===== src/rtl/pbus_bridge_pkg.sv =====
// Shared types for the peripheral bus register bridge.
// Assumes: a response is at most one of acknowledge or retry; error rides on acknowledge.
package pbus_bridge_pkg;

    typedef struct packed {
        logic ack;
        logic err;
        logic retry;
    } resp_t;

endpackage


===== src/rtl/pbus_addr_decode.sv =====
// Address decoder: turns the bus select and address into a window select,
// a "still waiting for an answer" flag, and one-hot read/write slot enables.
// Assumes: the master holds select until it sees a response, then drops it
// for at least one cycle; resp_fire marks the cycle the answer is decided.
module pbus_addr_decode #(
    parameter int          AW        = 32,
    parameter int          DW        = 32,
    parameter int          OFF_BITS  = 3,
    parameter logic [31:0] BASE_ADDR = 32'h4000_0000
) (
    input  logic                    clk,
    input  logic                    rst_n,
    input  logic                    bus_sel,
    input  logic [AW-1:0]           bus_addr,
    input  logic                    bus_rnw,
    input  logic                    resp_fire,
    output logic                    blk_cs,
    output logic                    pending,
    output logic [(1<<OFF_BITS)-1:0] rd_ce,
    output logic [(1<<OFF_BITS)-1:0] wr_ce
);
    localparam int LANE_BITS = $clog2(DW / 8);
    localparam int NSLOT     = 1 << OFF_BITS;
    localparam int TAG_LO    = LANE_BITS + OFF_BITS;

    logic                answered_q;
    logic [OFF_BITS-1:0] slot;
    logic [AW-1:0]       base_full;
    logic                unused_lane_bits;

    assign base_full        = AW'(BASE_ADDR);
    assign unused_lane_bits = ^bus_addr[LANE_BITS-1:0];
    assign blk_cs  = bus_sel && (bus_addr[AW-1:TAG_LO] == base_full[AW-1:TAG_LO]);
    assign pending = blk_cs && !answered_q;
    assign slot    = bus_addr[LANE_BITS +: OFF_BITS];

    // Remember that this select period has been answered until select drops.
    always_ff @(posedge clk) begin
        if (!rst_n)          answered_q <= 1'b0;
        else if (!blk_cs)    answered_q <= 1'b0;
        else if (resp_fire)  answered_q <= 1'b1;
    end

    // One enable per word slot, split by direction.
    for (genvar i = 0; i < NSLOT; i++) begin : g_ce
        assign rd_ce[i] = pending &&  bus_rnw && (slot == OFF_BITS'(i));
        assign wr_ce[i] = pending && !bus_rnw && (slot == OFF_BITS'(i));
    end

    a_r1_single_enable: assert property (@(posedge clk) disable iff (!rst_n)
        $onehot0({rd_ce, wr_ce}));
    a_r1_read_enable_on_read: assert property (@(posedge clk) disable iff (!rst_n)
        (|rd_ce) |-> bus_rnw);
    a_r10_one_answer: assert property (@(posedge clk) disable iff (!rst_n)
        resp_fire |=> !resp_fire);
endmodule


===== src/rtl/pbus_user_regs.sv =====
// User-side register set behind the decoder. Slots: plain registers first,
// then one slow register, then a one-word mailbox; higher slots are holes.
// Decides the response in the cycle resp_fire is high and registers it.
// Assumes: enables are one-hot and stay high until the response fires.
module pbus_user_regs
    import pbus_bridge_pkg::*;
#(
    parameter int DW         = 32,
    parameter int OFF_BITS   = 3,
    parameter int NUM_REGS   = 4,
    parameter int SLOW_DELAY = 12,
    parameter int TOUT_LIMIT = 8
) (
    input  logic                     clk,
    input  logic                     rst_n,
    input  logic [(1<<OFF_BITS)-1:0] rd_ce,
    input  logic [(1<<OFF_BITS)-1:0] wr_ce,
    input  logic [DW/8-1:0]          bus_be,
    input  logic [DW-1:0]            bus_wdata,
    output logic                     resp_fire,
    output logic                     tout_sup,
    output resp_t                    resp_q,
    output logic [DW-1:0]            rdata_q
);
    localparam int NSLOT     = 1 << OFF_BITS;
    localparam int BE_W      = DW / 8;
    localparam int SLOW_SLOT = NUM_REGS;
    localparam int MBOX_SLOT = NUM_REGS + 1;
    localparam int CNT_W     = $clog2(SLOW_DELAY + 1);
    localparam logic [NSLOT-1:0] MAPPED = NSLOT'((1 << (NUM_REGS + 2)) - 1);

    logic [DW-1:0]    plain_q [NUM_REGS];
    logic [DW-1:0]    slow_q;
    logic [DW-1:0]    mbox_q;
    logic             mbox_full;
    logic [CNT_W-1:0] slow_cnt;
    logic [NSLOT-1:0] any_ce;
    logic             slow_sel, slow_fire, mbox_retry, hole_hit, plain_hit, is_read;
    logic [DW-1:0]    rd_word;

    // Apply byte-lane enables to a stored word.
    function automatic logic [DW-1:0] lane_merge(input logic [DW-1:0] old_w,
                                                 input logic [DW-1:0] new_w,
                                                 input logic [BE_W-1:0] be);
        logic [DW-1:0] res;
        res = old_w;
        for (int b = 0; b < BE_W; b++)
            if (be[b]) res[8*b +: 8] = new_w[8*b +: 8];
        return res;
    endfunction

    assign any_ce     = rd_ce | wr_ce;
    assign is_read    = |rd_ce;
    assign plain_hit  = |any_ce[NUM_REGS-1:0];
    assign slow_sel   = any_ce[SLOW_SLOT];
    assign slow_fire  = slow_sel && (slow_cnt == CNT_W'(SLOW_DELAY - 1));
    assign hole_hit   = |(any_ce & ~MAPPED);
    assign mbox_retry = (wr_ce[MBOX_SLOT] && mbox_full) || (rd_ce[MBOX_SLOT] && !mbox_full);
    assign resp_fire  = plain_hit || slow_fire || any_ce[MBOX_SLOT] || hole_hit;

    // Plain registers: written once, on the single enabled cycle.
    for (genvar i = 0; i < NUM_REGS; i++) begin : g_plain
        always_ff @(posedge clk) begin
            if (!rst_n)        plain_q[i] <= '0;
            else if (wr_ce[i]) plain_q[i] <= lane_merge(plain_q[i], bus_wdata, bus_be);
        end
    end

    // Slow register wait counter: counts selected cycles until the answer.
    always_ff @(posedge clk) begin
        if (!rst_n)                      slow_cnt <= '0;
        else if (slow_sel && !slow_fire) slow_cnt <= slow_cnt + 1'b1;
        else                             slow_cnt <= '0;
    end

    // Slow register storage: written when its answer fires.
    always_ff @(posedge clk) begin
        if (!rst_n)                             slow_q <= '0;
        else if (wr_ce[SLOW_SLOT] && slow_fire) slow_q <= lane_merge(slow_q, bus_wdata, bus_be);
    end

    // Mailbox: fill on write while empty, drain on read while full.
    always_ff @(posedge clk) begin
        if (!rst_n) begin
            mbox_q    <= '0;
            mbox_full <= 1'b0;
        end else if (wr_ce[MBOX_SLOT] && !mbox_full) begin
            mbox_q    <= lane_merge(mbox_q, bus_wdata, bus_be);
            mbox_full <= 1'b1;
        end else if (rd_ce[MBOX_SLOT] && mbox_full) begin
            mbox_full <= 1'b0;
        end
    end

    // Read data selection across the mapped slots.
    always_comb begin
        rd_word = '0;
        for (int i = 0; i < NUM_REGS; i++)
            if (rd_ce[i]) rd_word = plain_q[i];
        if (rd_ce[SLOW_SLOT]) rd_word = slow_q;
        if (rd_ce[MBOX_SLOT]) rd_word = mbox_q;
    end

    // Register the response and the read data for one cycle.
    always_ff @(posedge clk) begin
        if (!rst_n) begin
            resp_q  <= '0;
            rdata_q <= '0;
        end else begin
            resp_q.ack   <= resp_fire && !mbox_retry;
            resp_q.err   <= hole_hit;
            resp_q.retry <= resp_fire && mbox_retry;
            rdata_q      <= (resp_fire && is_read && !mbox_retry) ? rd_word : '0;
        end
    end

    // Timeout suppress only exists when the slow answer exceeds the bus limit.
    if (SLOW_DELAY > TOUT_LIMIT) begin : g_tout
        assign tout_sup = slow_sel;
    end else begin : g_no_tout
        assign tout_sup = 1'b0;
    end

    a_r5_err_needs_ack: assert property (@(posedge clk) disable iff (!rst_n)
        resp_q.err |-> resp_q.ack);
    a_r6_ack_retry_excl: assert property (@(posedge clk) disable iff (!rst_n)
        !(resp_q.ack && resp_q.retry));
    a_r6_retry_keeps_mailbox: assert property (@(posedge clk) disable iff (!rst_n)
        resp_q.retry |-> $stable(mbox_full) && $stable(mbox_q));
endmodule


===== src/rtl/pbus_reg_bridge.sv =====
// Top of the peripheral bus slave register bridge. Joins the decoder and the
// user registers and forces every output to zero outside its own select, so
// the OR-combined bus is never disturbed.
// Assumes: master keeps the access stable until ack or retry.
module pbus_reg_bridge
    import pbus_bridge_pkg::*;
#(
    parameter int          AW         = 32,
    parameter int          DW         = 32,
    parameter int          OFF_BITS   = 3,
    parameter int          NUM_REGS   = 4,
    parameter int          SLOW_DELAY = 12,
    parameter int          TOUT_LIMIT = 8,
    parameter logic [31:0] BASE_ADDR  = 32'h4000_0000
) (
    input  logic            clk,
    input  logic            rst_n,
    input  logic            bus_sel,
    input  logic [AW-1:0]   bus_addr,
    input  logic            bus_rnw,
    input  logic [DW/8-1:0] bus_be,
    input  logic [DW-1:0]   bus_wdata,
    output logic [DW-1:0]   sl_rdata,
    output logic            sl_ack,
    output logic            sl_err,
    output logic            sl_retry,
    output logic            sl_tout_sup
);
    localparam int NSLOT = 1 << OFF_BITS;
    localparam int WAIT_W = $clog2(TOUT_LIMIT + 2);

    logic             blk_cs, pending, resp_fire, tout_raw;
    logic [NSLOT-1:0] rd_ce, wr_ce;
    resp_t            resp_q;
    logic [DW-1:0]    rdata_q;

    pbus_addr_decode #(
        .AW(AW), .DW(DW), .OFF_BITS(OFF_BITS), .BASE_ADDR(BASE_ADDR)
    ) u_decode (
        .clk(clk), .rst_n(rst_n), .bus_sel(bus_sel), .bus_addr(bus_addr),
        .bus_rnw(bus_rnw), .resp_fire(resp_fire), .blk_cs(blk_cs),
        .pending(pending), .rd_ce(rd_ce), .wr_ce(wr_ce)
    );

    pbus_user_regs #(
        .DW(DW), .OFF_BITS(OFF_BITS), .NUM_REGS(NUM_REGS),
        .SLOW_DELAY(SLOW_DELAY), .TOUT_LIMIT(TOUT_LIMIT)
    ) u_regs (
        .clk(clk), .rst_n(rst_n), .rd_ce(rd_ce), .wr_ce(wr_ce),
        .bus_be(bus_be), .bus_wdata(bus_wdata), .resp_fire(resp_fire),
        .tout_sup(tout_raw), .resp_q(resp_q), .rdata_q(rdata_q)
    );

    // Outputs exist only inside this slave's own select.
    assign sl_ack      = blk_cs && resp_q.ack;
    assign sl_err      = blk_cs && resp_q.err;
    assign sl_retry    = blk_cs && resp_q.retry;
    assign sl_rdata    = blk_cs ? rdata_q : '0;
    assign sl_tout_sup = blk_cs && pending && tout_raw;

    // Checker state: cycles waited without an answer in this select period.
    logic [WAIT_W-1:0] wait_cnt;
    logic              done_q;
    always_ff @(posedge clk) begin
        if (!rst_n || !blk_cs) begin
            wait_cnt <= '0;
            done_q   <= 1'b0;
        end else if (sl_ack || sl_retry) begin
            done_q   <= 1'b1;
        end else if (!done_q && wait_cnt != WAIT_W'(TOUT_LIMIT + 1)) begin
            wait_cnt <= wait_cnt + 1'b1;
        end
    end

    a_r8_long_wait_suppressed: assert property (@(posedge clk) disable iff (!rst_n)
        (wait_cnt >= WAIT_W'(TOUT_LIMIT)) && !done_q && !sl_ack && !sl_retry |-> sl_tout_sup);
    a_r9_idle_quiet: assert property (@(posedge clk) disable iff (!rst_n)
        !bus_sel |-> (sl_rdata == '0) && !sl_ack && !sl_err && !sl_retry && !sl_tout_sup);
    a_r9_data_only_on_read_ack: assert property (@(posedge clk) disable iff (!rst_n)
        (sl_rdata != '0) |-> sl_ack && bus_rnw);
    a_r10_single_pulse: assert property (@(posedge clk) disable iff (!rst_n)
        sl_ack |=> !sl_ack);
endmodule


===== config.mk =====
export PLATFORM = sky130hd
export DESIGN_NAME = pbus_reg_bridge
export DESIGN_NICKNAME = d
export VERILOG_FILES = /design/src/rtl/pbus_bridge_pkg.sv /design/src/rtl/pbus_addr_decode.sv /design/src/rtl/pbus_user_regs.sv /design/src/rtl/pbus_reg_bridge.sv
export SDC_FILE = /design/constraint.sdc
export NUM_CORES = 1
export LEC_CHECK = 0
export ABC_AREA = 1
export BUFFER_PORTS_ARGS = -buffer_cell sky130_fd_sc_hd__buf_2
export CAP_MARGIN = 20
export CELL_PAD_IN_SITES_DETAIL_PLACEMENT = 1
export CELL_PAD_IN_SITES_GLOBAL_PLACEMENT = 1
export CORE_MARGIN = 10
export CORE_UTILIZATION = 44
export CTS_CLUSTER_DIAMETER = 60
export DETAILED_ROUTE_END_ITERATION = 10
export GPL_ROUTABILITY_DRIVEN = 0
export GPL_TIMING_DRIVEN = 0
export PLACE_DENSITY = 0.79
export SYNTH_ARGS = -nofsm -noshare
export SYNTH_HDL_FRONTEND = slang
export SYNTH_SLANG_ARGS = --single-unit

===== constraint.sdc =====
create_clock -name clk -period 2.9 [get_ports clk]
set_input_delay 0.29 -clock clk [delete_from_list [all_inputs] [get_ports clk]]
set_output_delay 0.29 -clock clk [all_outputs]
set_load 0.02 [all_outputs]

==> impl_metrics.json, run 1 <==
{
  "status": "finished clean",
  "dr_total_vias": 8984,
  "clkSlewWorstSetupHoldPaths_ns": 0.06,
  "final.min_clock_period_ns": 2.67,
  "switchingPower_w": 0.00153,
  "timing.fmax_ghz": 0.374,
  "powerDensity_mw_per_mm2": 582,
  "transition_time_at_the_pin_with_the_least_slew_margin_ns": 0.755,
  "timing.hold.worst.start": "bus_wdata[30]",
  "die_width_um": 173,
  "diodes": 0,
  "area_enclosed_by_the_die_boundary_mm2": 0.0300,
  "area_share_of_and_or_nand_nor_cells_after_synthesis_pct": 24.8,
  "clock_sink_count": 233,
  "ioPinCount": 108,
  "routedWlPerCell_um": 18.8,
  "path_class": "primary input to register",
  "port_buffers": 105,
  "grt_setup_unrepaired": "no",
  "proportion_of_power_drawn_by_the_clock_network_pct": 46.6,
  "detailedRoute.firstPassIterationCount": 5,
  "power_frac_comb_pct": 3.7,
  "mappedNetlistArea_mm2": 0.0103,
  "final_layout_size_suffix_gt1_share_pct": 15.5,
  "row_count": 56,
  "ant_nets": 0,
  "reg2reg_slack_ns": 0.37,
  "arithmetic_cell_share_of_the_synthesized_area_counting_full_adders_half_adders_and_majority_gates_pct": 0.121,
  "layout_commonest_cell": "sky130_fd_sc_hd__nor2_1",
  "setup_tns_ns": 0,
  "hpwl_um": 24400,
  "antenna_found_initial": 0,
  "post_synthesis_sequential_area_ratio_pct": 57.5,
  "grt_pass1_vias": 9143,
  "worst-endpoint-arrival_ns": 2.91,
  "p_seq_share_pct": 49.7,
  "global_route_wire_length_before_repair_um": 51000,
  "final_cycle_share_pct": 92.2,
  "cts_setup_buffers": 0,
  "synth_compound_area_share_pct": 9.17,
  "worstReg2RegStart": "u_decode.answered_q$_SDFFE_PN0P_",
  "report.final.setup_viol": 0,
  "viasPerCell": 5.21,
  "report.final.hold_viol_count": 0,
  "timing.critical_path.to_type": "register",
  "core_footprint_mm2": 0.0233,
  "flow.area_growth_from_synthesis_pct": 18.0,
  "static-leakage-power_nw": 5.57,
  "starting_density_of_the_core_pct": 44.3,
  "timing.max_cap.violations": 0,
  "yosys-mux-area-fraction_pct": 0,
  "synth-warning-count": 0,
  "ys_seq_elements": 233,
  "drv_slew": 0,
  "cells_after_synth": 1239,
  "power.share.switching_pct": 21.5,
  "most_frequent_cells_in_the_layout": "sky130_fd_sc_hd__nor2_1 (291), sky130_fd_sc_hd__nand2_1 (152), sky130_fd_sc_hd__inv_1 (141), sky130_fd_sc_hd__buf_2 (132), sky130_fd_sc_hd__edfxtp_1 (128)",
  "dr.first_iter.drc_count": 631,
  "h-tree-depth": 1,
  "synth_fp_nets": 1312,
  "skew_ns": 0.0117,
  "gr-total-overflow": 0,
  "number_of_cts_inserted_buffers": 26,
  "grt_start_max_net_pins": 14,
  "chipHeight_um": 173,
  "cts_hold_buf": 0,
  "internal_power_w": 0.00558,
  "root_buffer": "sky130_fd_sc_hd__clkbuf_16",
  "drcViolationCount": 0,
  "tritoncts": "done",
  "global_route.usage.total_pct": 21.0,
  "synth-xor-area-share_pct": 0.0847,
  "startpoint_types": "primary input",
  "slew_headroom_pct": 49.3,
  "crit_path_start": "bus_addr[7]",
  "detail_route.wirelength_um": 32500,
  "hold_path.class": "primary input to register",
  "worst-path-max-fanout": 10,
  "fin_nets": 1459,
  "cts_max_path_buffers": 3,
  "vdd_drop_max_mv": 0.401,
  "synth_top_family_by_area": "simple AND/OR/NAND/NOR gates",
  "layout.core_utilization_pct": 52.3,
  "synth.lib_cells_used.distinct": 27,
  "crit_required_ns": 3.14,
  "worst_skew_pair.late_latency_ns": 0.53,
  "postSynthAreaPerCell_um2": 8.35,
  "total_power_w": 0.00711
}
==> metrics by stage <==
stage | hold slack [ns] | area (µm²) | setup WS (ns) | instances
6_report | 0.133 | 12200 | 0.225 | 1724
5_1_grt | 0.148 | 12200 | 0.00406 | 1724
4_1_cts | 0.129 | 12200 | 0.00179 | 1715
3_5_place_dp | 0.468 | 11300 | -0.580 | 1668
3_3_place_gp | 0.433 | 11300 | -0.524 | 1663
2_1_floorplan | 0.418 | 10300 | 0.491 | 1239
==> repair_timing <==
item / CTS / global route
setup endpoints to repair: 8 / 13
resized for setup: 1 / 3
hold endpoints to repair: 0 / 0
==> cell families (layout without fill, tap and decap cells) <==
| kind of cell | Yosys count | after routing |
|---|---|---|
| and+or+nand+nor | 599 | 599 |
| xor gates and xnor gates | 1 | 1 |
| DFF | 233 | 233 |
| adders and majority gates | 1 | 1 |
| buffers and inverters | 216 | 382 |
| AOI/OAI and AO/OA | 189 | 189 |
==> Yosys cell counts <==
library cell               instances  share of area (%)
sky130_fd_sc_hd__nand2_2           1              0.061
sky130_fd_sc_hd__nor2_2            5               0.30
sky130_fd_sc_hd__buf_2            19               0.92
sky130_fd_sc_hd__clkbuf_1         45                1.6
sky130_fd_sc_hd__nor2_1          291                 11
sky130_fd_sc_hd__inv_1           141                5.1
sky130_fd_sc_hd__nand3_2           3               0.29
sky130_fd_sc_hd__ha_1              1               0.12
sky130_fd_sc_hd__buf_4             7               0.51
sky130_fd_sc_hd__a21oi_1         107                5.2
sky130_fd_sc_hd__or2_2            16               0.97
sky130_fd_sc_hd__nand2_1         152                5.5
sky130_fd_sc_hd__dfxtp_1         105                 20
sky130_fd_sc_hd__nand4_1          32                1.9
sky130_fd_sc_hd__and2_0            1              0.061
sky130_fd_sc_hd__nand3_1          81                3.9
sky130_fd_sc_hd__or2_0             3               0.18
sky130_fd_sc_hd__buf_1             1              0.036
sky130_fd_sc_hd__inv_2             3               0.11
sky130_fd_sc_hd__nand3b_1          1              0.073
sky130_fd_sc_hd__nor3_1            7               0.34
sky130_fd_sc_hd__a21boi_1          1              0.073
sky130_fd_sc_hd__o21ai_0          81                3.9
sky130_fd_sc_hd__edfxtp_1        128                 37
sky130_fd_sc_hd__xor2_1            1              0.085
sky130_fd_sc_hd__nor2_4            5               0.54
sky130_fd_sc_hd__and2_1            1              0.061
==> layer usage <==
layer  wire [µm]  vias to the layer above  global-route usage, %
li1            -                     4319                      -
met1       14400                     4313                   28.4
met2       15100                      302                   34.4
met3        2350                       50                   3.25
met4         597                        0                   5.25
met5           0                        -                      0
==> final timing paths <==
| check | endpoint | cells past startpoint |
|---|---|---|
| worst max-delay path | u_regs.plain_q[0][20]$_SDFFCE_PN0P_ | 13 |
| worst max register to register | u_regs.plain_q[0][20]$_SDFFCE_PN0P_ | 6 |
| worst min register to register | u_regs.slow_cnt[0]$_SDFF_PN0_ | 1 |
| worst min-delay path | u_regs.mbox_q[30]$_SDFFE_PN0P_ | 3 |
==> area by class of cell <==
class	count	area, µm²
timing repair buffer	119	608
sequential	233	5950
clock inverter	7	90.1
buffer	72	320
fill	2866	11100
tap	319	399
multi-input combinational	790	3540
inverter	144	541
clock buffer	40	767
==> worst max-delay path, cell delays in order <==
cell and delay, ns:
sky130_fd_sc_hd__buf_2 0.09, sky130_fd_sc_hd__inv_1 0.05, sky130_fd_sc_hd__nand2_1 0.05, sky130_fd_sc_hd__nor2_1 0.09, sky130_fd_sc_hd__nand2_1 0.07, sky130_fd_sc_hd__nor2_2 0.17, sky130_fd_sc_hd__nand2_2 0.17, sky130_fd_sc_hd__inv_2 0.09
sky130_fd_sc_hd__nand3_1 0.18, sky130_fd_sc_hd__nor2_1 0.42, sky130_fd_sc_hd__nand2_1 0.33, sky130_fd_sc_hd__o21ai_0 0.62, sky130_fd_sc_hd__buf_4 0.28
==> state kept, by name, indices dropped and copies added (netlist names) <==
signal / flops
u_regs.resp_q: 3
u_regs.slow_q: 32
u_regs.slow_cnt: 4
u_regs.rdata_q: 32
u_regs.mbox_full: 1
u_regs.plain_q: 128
u_regs.mbox_q: 32
u_decode.answered_q: 1
==> power groups by stage <==
stage	Combinational [W]	Sequential, W	Clock (W)
after CTS	0.000254	0.00353	0.00334
after global placement	0.000237	0.00360	0
after floorplan	0.000117	0.00360	0
final	0.000265	0.00353	0.00331
after detailed placement	0.000250	0.00360	0
after global routing	0.000287	0.00353	0.00348
(Power assumes the default switching activity.)
==> run 2, diff against run 1 <==
- CORE_UTILIZATION: 44 -> 30
- CTS_BUF_LIST: default -> sky130_fd_sc_hd__clkbuf_16
- PLACE_DENSITY: 0.79 -> 0.58
==> run 2 against run 1 <==
- clock power is 1% higher
- clock skew is 0.0034 ns higher
- combinational power hardly changed
- via count is 4.4% lower
- worst setup slack better by 0.043 ns
- critical path type unchanged
- largest cell class unchanged
==> impl_metrics.json, run 2 (synthesized netlist as in run 1, its figures left out) <==
{
  "fin_nets": 1458,
  "global_route_wire_length_before_repair_um": 51400,
  "timing.critical_path.to_type": "register",
  "multiInputGateArea_mm2": 0.00354,
  "seqCellArea_mm2": 0.00595,
  "fillers": 4079,
  "reg2reg_slack_ns": 0.43,
  "timing.hold.ws_ns": 0.134,
  "hold-path-cell-count": 3,
  "timing.fmax_ghz": 0.380,
  "grt_start_max_net_pins": 15,
  "flow.area_growth_from_synthesis_pct": 19.7,
  "dr.first_iter.drc_count": 521,
  "worst_skew_pair.late_latency_ns": 0.53,
  "starting_density_of_the_core_pct": 30.6,
  "h-tree-depth": 1,
  "detail_route.wirelength_um": 33500,
  "slew_headroom_pct": 51.1,
  "drv_slew": 0,
  "clkSlewWorstSetupHoldPaths_ns": 0.07,
  "drcViolationCount": 0,
  "core_footprint_mm2": 0.0338,
  "worst_hold_path.endpoint": "u_regs.slow_q[3]$_SDFFE_PN0P_",
  "path_class": "primary input to register",
  "dr_total_vias": 8592,
  "grt_setup_unrepaired": "no",
  "layout_commonest_cell": "sky130_fd_sc_hd__nor2_1",
  "ioPinCount": 108,
  "gr-total-overflow": 0,
  "timing.max_cap.violations": 0,
  "tritoncts": "done",
  "ff2ff_path_depth": 5,
  "layout.core_utilization_pct": 36.6,
  "viasPerCell": 4.64,
  "chipHeight_um": 206,
  "crit_required_ns": 3.06,
  "skew_ns": 0.0151,
  "transition_time_at_the_pin_with_the_least_slew_margin_ns": 0.734,
  "total_power_w": 0.00714,
  "cts_max_path_buffers": 3,
  "setup_tns_ns": 0,
  "final_cycle_share_pct": 90.7,
  "hold_path.class": "primary input to register",
  "status": "finished clean",
  "report.final.hold_viol_count": 0,
  "ant_nets": 0,
  "diodes": 0,
  "worst_r2r_endpoint": "u_regs.plain_q[3][20]$_SDFFCE_PN0P_",
  "worstReg2RegStart": "u_decode.answered_q$_SDFFE_PN0P_",
  "detailedRoute.firstPassIterationCount": 5,
  "routedWlPerCell_um": 18.1,
  "die_width_um": 206,
  "vdd_drop_max_mv": 0.410,
  "area_enclosed_by_the_die_boundary_mm2": 0.0423,
  "startpoint_types": "primary input",
  "timing.hold.worst.start": "bus_wdata[3]",
  "report.final.setup_viol": 0,
  "hpwl_um": 26600,
  "static-leakage-power_nw": 5.60,
  "grt_pass1_vias": 8710,
  "powerDensity_mw_per_mm2": 577,
  "clock_sink_count": 233,
  "global_route.usage.total_pct": 15.7,
  "largest_register_ffs": 128,
  "regMostFlops": "u_regs.plain_q",
  "worst-endpoint-arrival_ns": 2.79,
  "final.min_clock_period_ns": 2.63,
  "antenna_found_initial": 0,
  "row_count": 67,
  "root_buffer": "sky130_fd_sc_hd__clkbuf_16",
  "number_of_cts_inserted_buffers": 26,
  "most_frequent_cells_in_the_layout": "sky130_fd_sc_hd__nor2_1 (291), sky130_fd_sc_hd__nand2_1 (152), sky130_fd_sc_hd__inv_1 (146), sky130_fd_sc_hd__buf_2 (134), sky130_fd_sc_hd__edfxtp_1 (128)",
  "worst-path-max-fanout": 10,
  "port_buffers": 105,
  "final_layout_size_suffix_gt1_share_pct": 15.7
}
## run 2: metal layers
metal | global-route usage (%) | part of all wire, %
met1 | 22.0 | 49
met5 | 0 | 0
met2 | 25.2 | 44
met4 | 3.02 | 1.3
met3 | 2.41 | 5.2
## run 2: worst max-delay path by stage
| stage | from | end | slack [ns] | cells past startpoint |
|---|---|---|---|---|
| after global placement | bus_addr[15] | u_regs.plain_q[0][25]$_SDFFCE_PN0P_ | -0.62 | 12 |
| after CTS | bus_addr[15] | u_regs.plain_q[3][15]$_SDFFCE_PN0P_ | 0.008 | 12 |
| after floorplan | bus_addr[7] | u_regs.plain_q[3][0]$_SDFFCE_PN0P_ | 0.49 | 11 |
| final | bus_addr[23] | u_regs.plain_q[3][20]$_SDFFCE_PN0P_ | 0.27 | 12 |
| after detailed placement | bus_addr[15] | u_regs.plain_q[3][5]$_SDFFCE_PN0P_ | -0.57 | 12 |
| after global routing | bus_addr[15] | u_regs.plain_q[1][11]$_SDFFCE_PN0P_ | 0.01 | 13 |
## run 2: stage by stage
step / cells / setup WS (ns) / instance area (µm²)
after floorplan: 1239 / 0.491 / 10300
after detailed placement: 1799 / -0.573 / 11500
after global routing: 1853 / 0.0113 / 12400
final: 1853 / 0.269 / 12400
after CTS: 1847 / 0.00833 / 12300
after global placement: 1792 / -0.622 / 11400
## run 2: report_power, final
part | leakage, nW | internal, W | switching (W) | total, W
logic | 2.92 | 0.0000661 | 0.000196 | 0.000262
registers | 2.22 | 0.00352 | 0.0000128 | 0.00353
clock network | 0.462 | 0.00198 | 0.00137 | 0.00335
total | 5.60 | 0.00556 | 0.00158 | 0.00714
## run 2: final cells by class
| class | instances | share of cell area (%) |
|---|---|---|
| flip-flops and latches | 233 | 48.0 |
| multi-input cells | 790 | 28.6 |
| clock buffers | 29 | 5.86 |
| repair buffers | 118 | 4.79 |
| well taps | 448 | 4.53 |
| inverters | 144 | 4.37 |
| plain buffers | 72 | 2.59 |
| clock inverters | 19 | 1.21 |
## run 2: critical path: stages
cell and delay, ns:
sky130_fd_sc_hd__buf_2 0.10, sky130_fd_sc_hd__inv_1 0.05, sky130_fd_sc_hd__nand2_1 0.05, sky130_fd_sc_hd__nor2_1 0.11, sky130_fd_sc_hd__nand2_1 0.08, sky130_fd_sc_hd__nor2_2 0.14
sky130_fd_sc_hd__nand2_2 0.18, sky130_fd_sc_hd__inv_2 0.09, sky130_fd_sc_hd__nand3_1 0.19, sky130_fd_sc_hd__nor2_1 0.42, sky130_fd_sc_hd__nand3_1 0.41, sky130_fd_sc_hd__o21ai_1 0.68
## run 2: timing repair
| item | CTS | global route |
|---|---|---|
| pin swaps | 0 | 0 |
| endpoints found under the setup margin | 8 | 26 |
| cloned | 0 | 0 |
| resized for setup | 1 | 5 |
| hold buffers | 0 | 0 |
| setup buffers | 0 | 0 |
==> run 3, diff against run 2 <==
- CORE_UTILIZATION: 30 -> 44
- PLACE_DENSITY: 0.58 -> 0.79
==> run 3 against run 2 <==
- clock-buffer cell count is 2 lower
- power is 2.3% lower
- worst setup slack better by 0.022 ns
- clock power is 5% lower
- sequential power hardly changed
- fmax is 0.85% higher
- largest power group unchanged
- highest routed layer unchanged
==> impl_metrics.json, run 3 (synthesized netlist as in run 1, its figures left out) <==
{
  "status": "finished clean",
  "grt_setup_unrepaired": "no",
  "grt_pass1_vias": 9103,
  "max_stage_delay_ns": 0.71,
  "chipHeight_um": 173,
  "global_route_wire_length_before_repair_um": 50700,
  "fin_nets": 1459,
  "global_route.usage.total_pct": 20.9,
  "power.share.switching_pct": 22.0,
  "number_of_cts_inserted_buffers": 26,
  "hold-path-cell-count": 3,
  "core_footprint_mm2": 0.0233,
  "internal_power_w": 0.00544,
  "startpoint_types": "primary input",
  "port_buffers": 105,
  "powerDensity_mw_per_mm2": 573,
  "antenna_found_initial": 0,
  "routedWlPerCell_um": 18.8,
  "proportion_of_power_drawn_by_the_clock_network_pct": 45.6,
  "final_layout_size_suffix_gt1_share_pct": 15.4,
  "skew_ns": 0.0110,
  "detailedRoute.firstPassIterationCount": 5,
  "diodes": 0,
  "drcViolationCount": 0,
  "power_frac_comb_pct": 3.8,
  "final_cycle_share_pct": 90.0,
  "grt_use_met3_pct": 3.25,
  "dr_total_vias": 8964,
  "cts_hold_buf": 0,
  "layout.core_utilization_pct": 52.1,
  "worst-path-max-fanout": 10,
  "die_width_um": 173,
  "grt_start_max_net_pins": 14,
  "worst_path_max_delay_cell": "sky130_fd_sc_hd__o21ai_1",
  "crit_required_ns": 3.05,
  "most_frequent_cells_in_the_layout": "sky130_fd_sc_hd__nor2_1 (291), sky130_fd_sc_hd__nand2_1 (152), sky130_fd_sc_hd__inv_1 (150), sky130_fd_sc_hd__buf_2 (132), sky130_fd_sc_hd__edfxtp_1 (128)",
  "ant_nets": 0,
  "grt.met1_usage_pct": 28.4,
  "placed_area_mm2": 0.0113,
  "static-leakage-power_nw": 5.59,
  "globalRoute.busiestLayer": "met2",
  "ff2ff_path_depth": 5,
  "timing.max_cap.violations": 0,
  "timing.fmax_ghz": 0.383,
  "cp_num_buf_inv": 3,
  "worst_skew_pair.late_latency_ns": 0.53,
  "transition_time_at_the_pin_with_the_least_slew_margin_ns": 0.749,
  "root_buffer": "sky130_fd_sc_hd__clkbuf_16",
  "switchingPower_w": 0.00153,
  "cts_max_path_buffers": 3,
  "worst-endpoint-arrival_ns": 2.76,
  "regMostFlops": "u_regs.plain_q",
  "clkSlewWorstSetupHoldPaths_ns": 0.06,
  "detail_route.wirelength_um": 32400,
  "clock_sink_count": 233,
  "ioPinCount": 108,
  "flow.area_growth_from_synthesis_pct": 17.6,
  "starting_density_of_the_core_pct": 44.3,
  "postLayoutCellArea_mm2": 0.0122,
  "total_power_w": 0.00697,
  "layout_commonest_cell": "sky130_fd_sc_hd__nor2_1",
  "drv_slew": 0,
  "hold_path.class": "primary input to register",
  "top_family_by_delay_on_critical_path": "simple AND/OR/NAND/NOR gates",
  "fillers": 2875,
  "timing.critical_path.to_type": "register",
  "h-tree-depth": 1,
  "timing.hold.ws_ns": 0.132,
  "gr-total-overflow": 0,
  "viasPerCell": 5.20,
  "area_enclosed_by_the_die_boundary_mm2": 0.0300,
  "hpwl_um": 24400,
  "grt_use_met2_pct": 34.0,
  "row_count": 56,
  "path_cells": "buf_2 -> inv_1 -> nand2_1 -> nor2_1 -> nand2_1 -> nor2_2 -> nand2_2 -> inv_2 -> nand3_1 -> nor2_1 -> nand3_1 -> o21ai_1",
  "tritoncts": "done",
  "depth_of_the_critical_timing_path_with_buffers_and_inverters_included": 12,
  "dr.first_iter.drc_count": 639,
  "p_seq_share_pct": 50.7,
  "vdd_drop_max_mv": 0.394,
  "final.min_clock_period_ns": 2.61,
  "path_class": "primary input to register",
  "report.final.setup_viol": 0,
  "setup_tns_ns": 0,
  "slew_headroom_pct": 49.7,
  "report.final.hold_viol_count": 0,
  "largest_register_ffs": 128
}
-- run 3: cell types whose count changed in the layout (fill, tap and decap cells not counted), sizes merged --
cell,delta
clkinv,-5
clkbuf,-1
inv,+6
-- run 3: area by class of cell --
class / instances / area, µm² / area share (%)
Timing Repair Buffer: 119 / 608 / 5.00
Sequential cell: 233 / 5950 / 48.9
Multi-Input combinational cell: 790 / 3540 / 29.1
Tap cell: 319 / 399 / 3.28
Clock inverter: 20 / 139 / 1.14
Inverter: 144 / 541 / 4.44
Clock buffer: 27 / 676 / 5.55
Buffer: 72 / 320 / 2.63
-- run 3: final timing paths --
check	startpoint	to	slack, ns
worst max-delay path	bus_addr[7]	u_regs.plain_q[3][25]$_SDFFCE_PN0P_	0.29
worst min register to register	u_regs.slow_cnt[0]$_SDFF_PN0_	u_regs.slow_cnt[0]$_SDFF_PN0_	0.47
worst max register to register	u_decode.answered_q$_SDFFE_PN0P_	u_regs.plain_q[3][25]$_SDFFCE_PN0P_	0.44
worst min-delay path	bus_wdata[30]	u_regs.mbox_q[30]$_SDFFE_PN0P_	0.13
-- run 3: power groups by stage --
stage | Sequential, W | Combinational (W) | Clock (W)
2_1_floorplan | 0.00360 | 0.000117 | 0
3_3_place_gp | 0.00360 | 0.000237 | 0
3_5_place_dp | 0.00360 | 0.000250 | 0
4_1_cts | 0.00353 | 0.000253 | 0.00321
5_1_grt | 0.00353 | 0.000286 | 0.00334
6_report | 0.00353 | 0.000264 | 0.00317
-- run 3: metrics by stage --
step	cells	worst slack, ns
final	1724	0.291
after global routing	1724	0.00406
after CTS	1715	0.00832
after detailed placement	1668	-0.580
after global placement	1663	-0.524
after floorplan	1239	0.491
-- run 3: timing repair --
| action | 4_1_cts | 5_1_grt |
|---|---|---|
| resized for setup | 1 | 3 |
| buffers inserted | 0 | 0 |
| endpoints found under the setup margin | 8 | 13 |
-- run 3: worst min-delay path: stages --
cell,delay (ns)
sky130_fd_sc_hd__buf_2,0.08
sky130_fd_sc_hd__inv_1,0.11
sky130_fd_sc_hd__a21oi_1,0.14
-- run 3: layer usage --
layer  share of wire (%)  vias to the layer above  wire length [µm]
met2                  46                      288             15000
met1                  45                     4313             14700
li1                    -                     4319                 -
met3                 6.6                       44              2140
met5                   0                        -                 0
met4                 1.8                        0               578
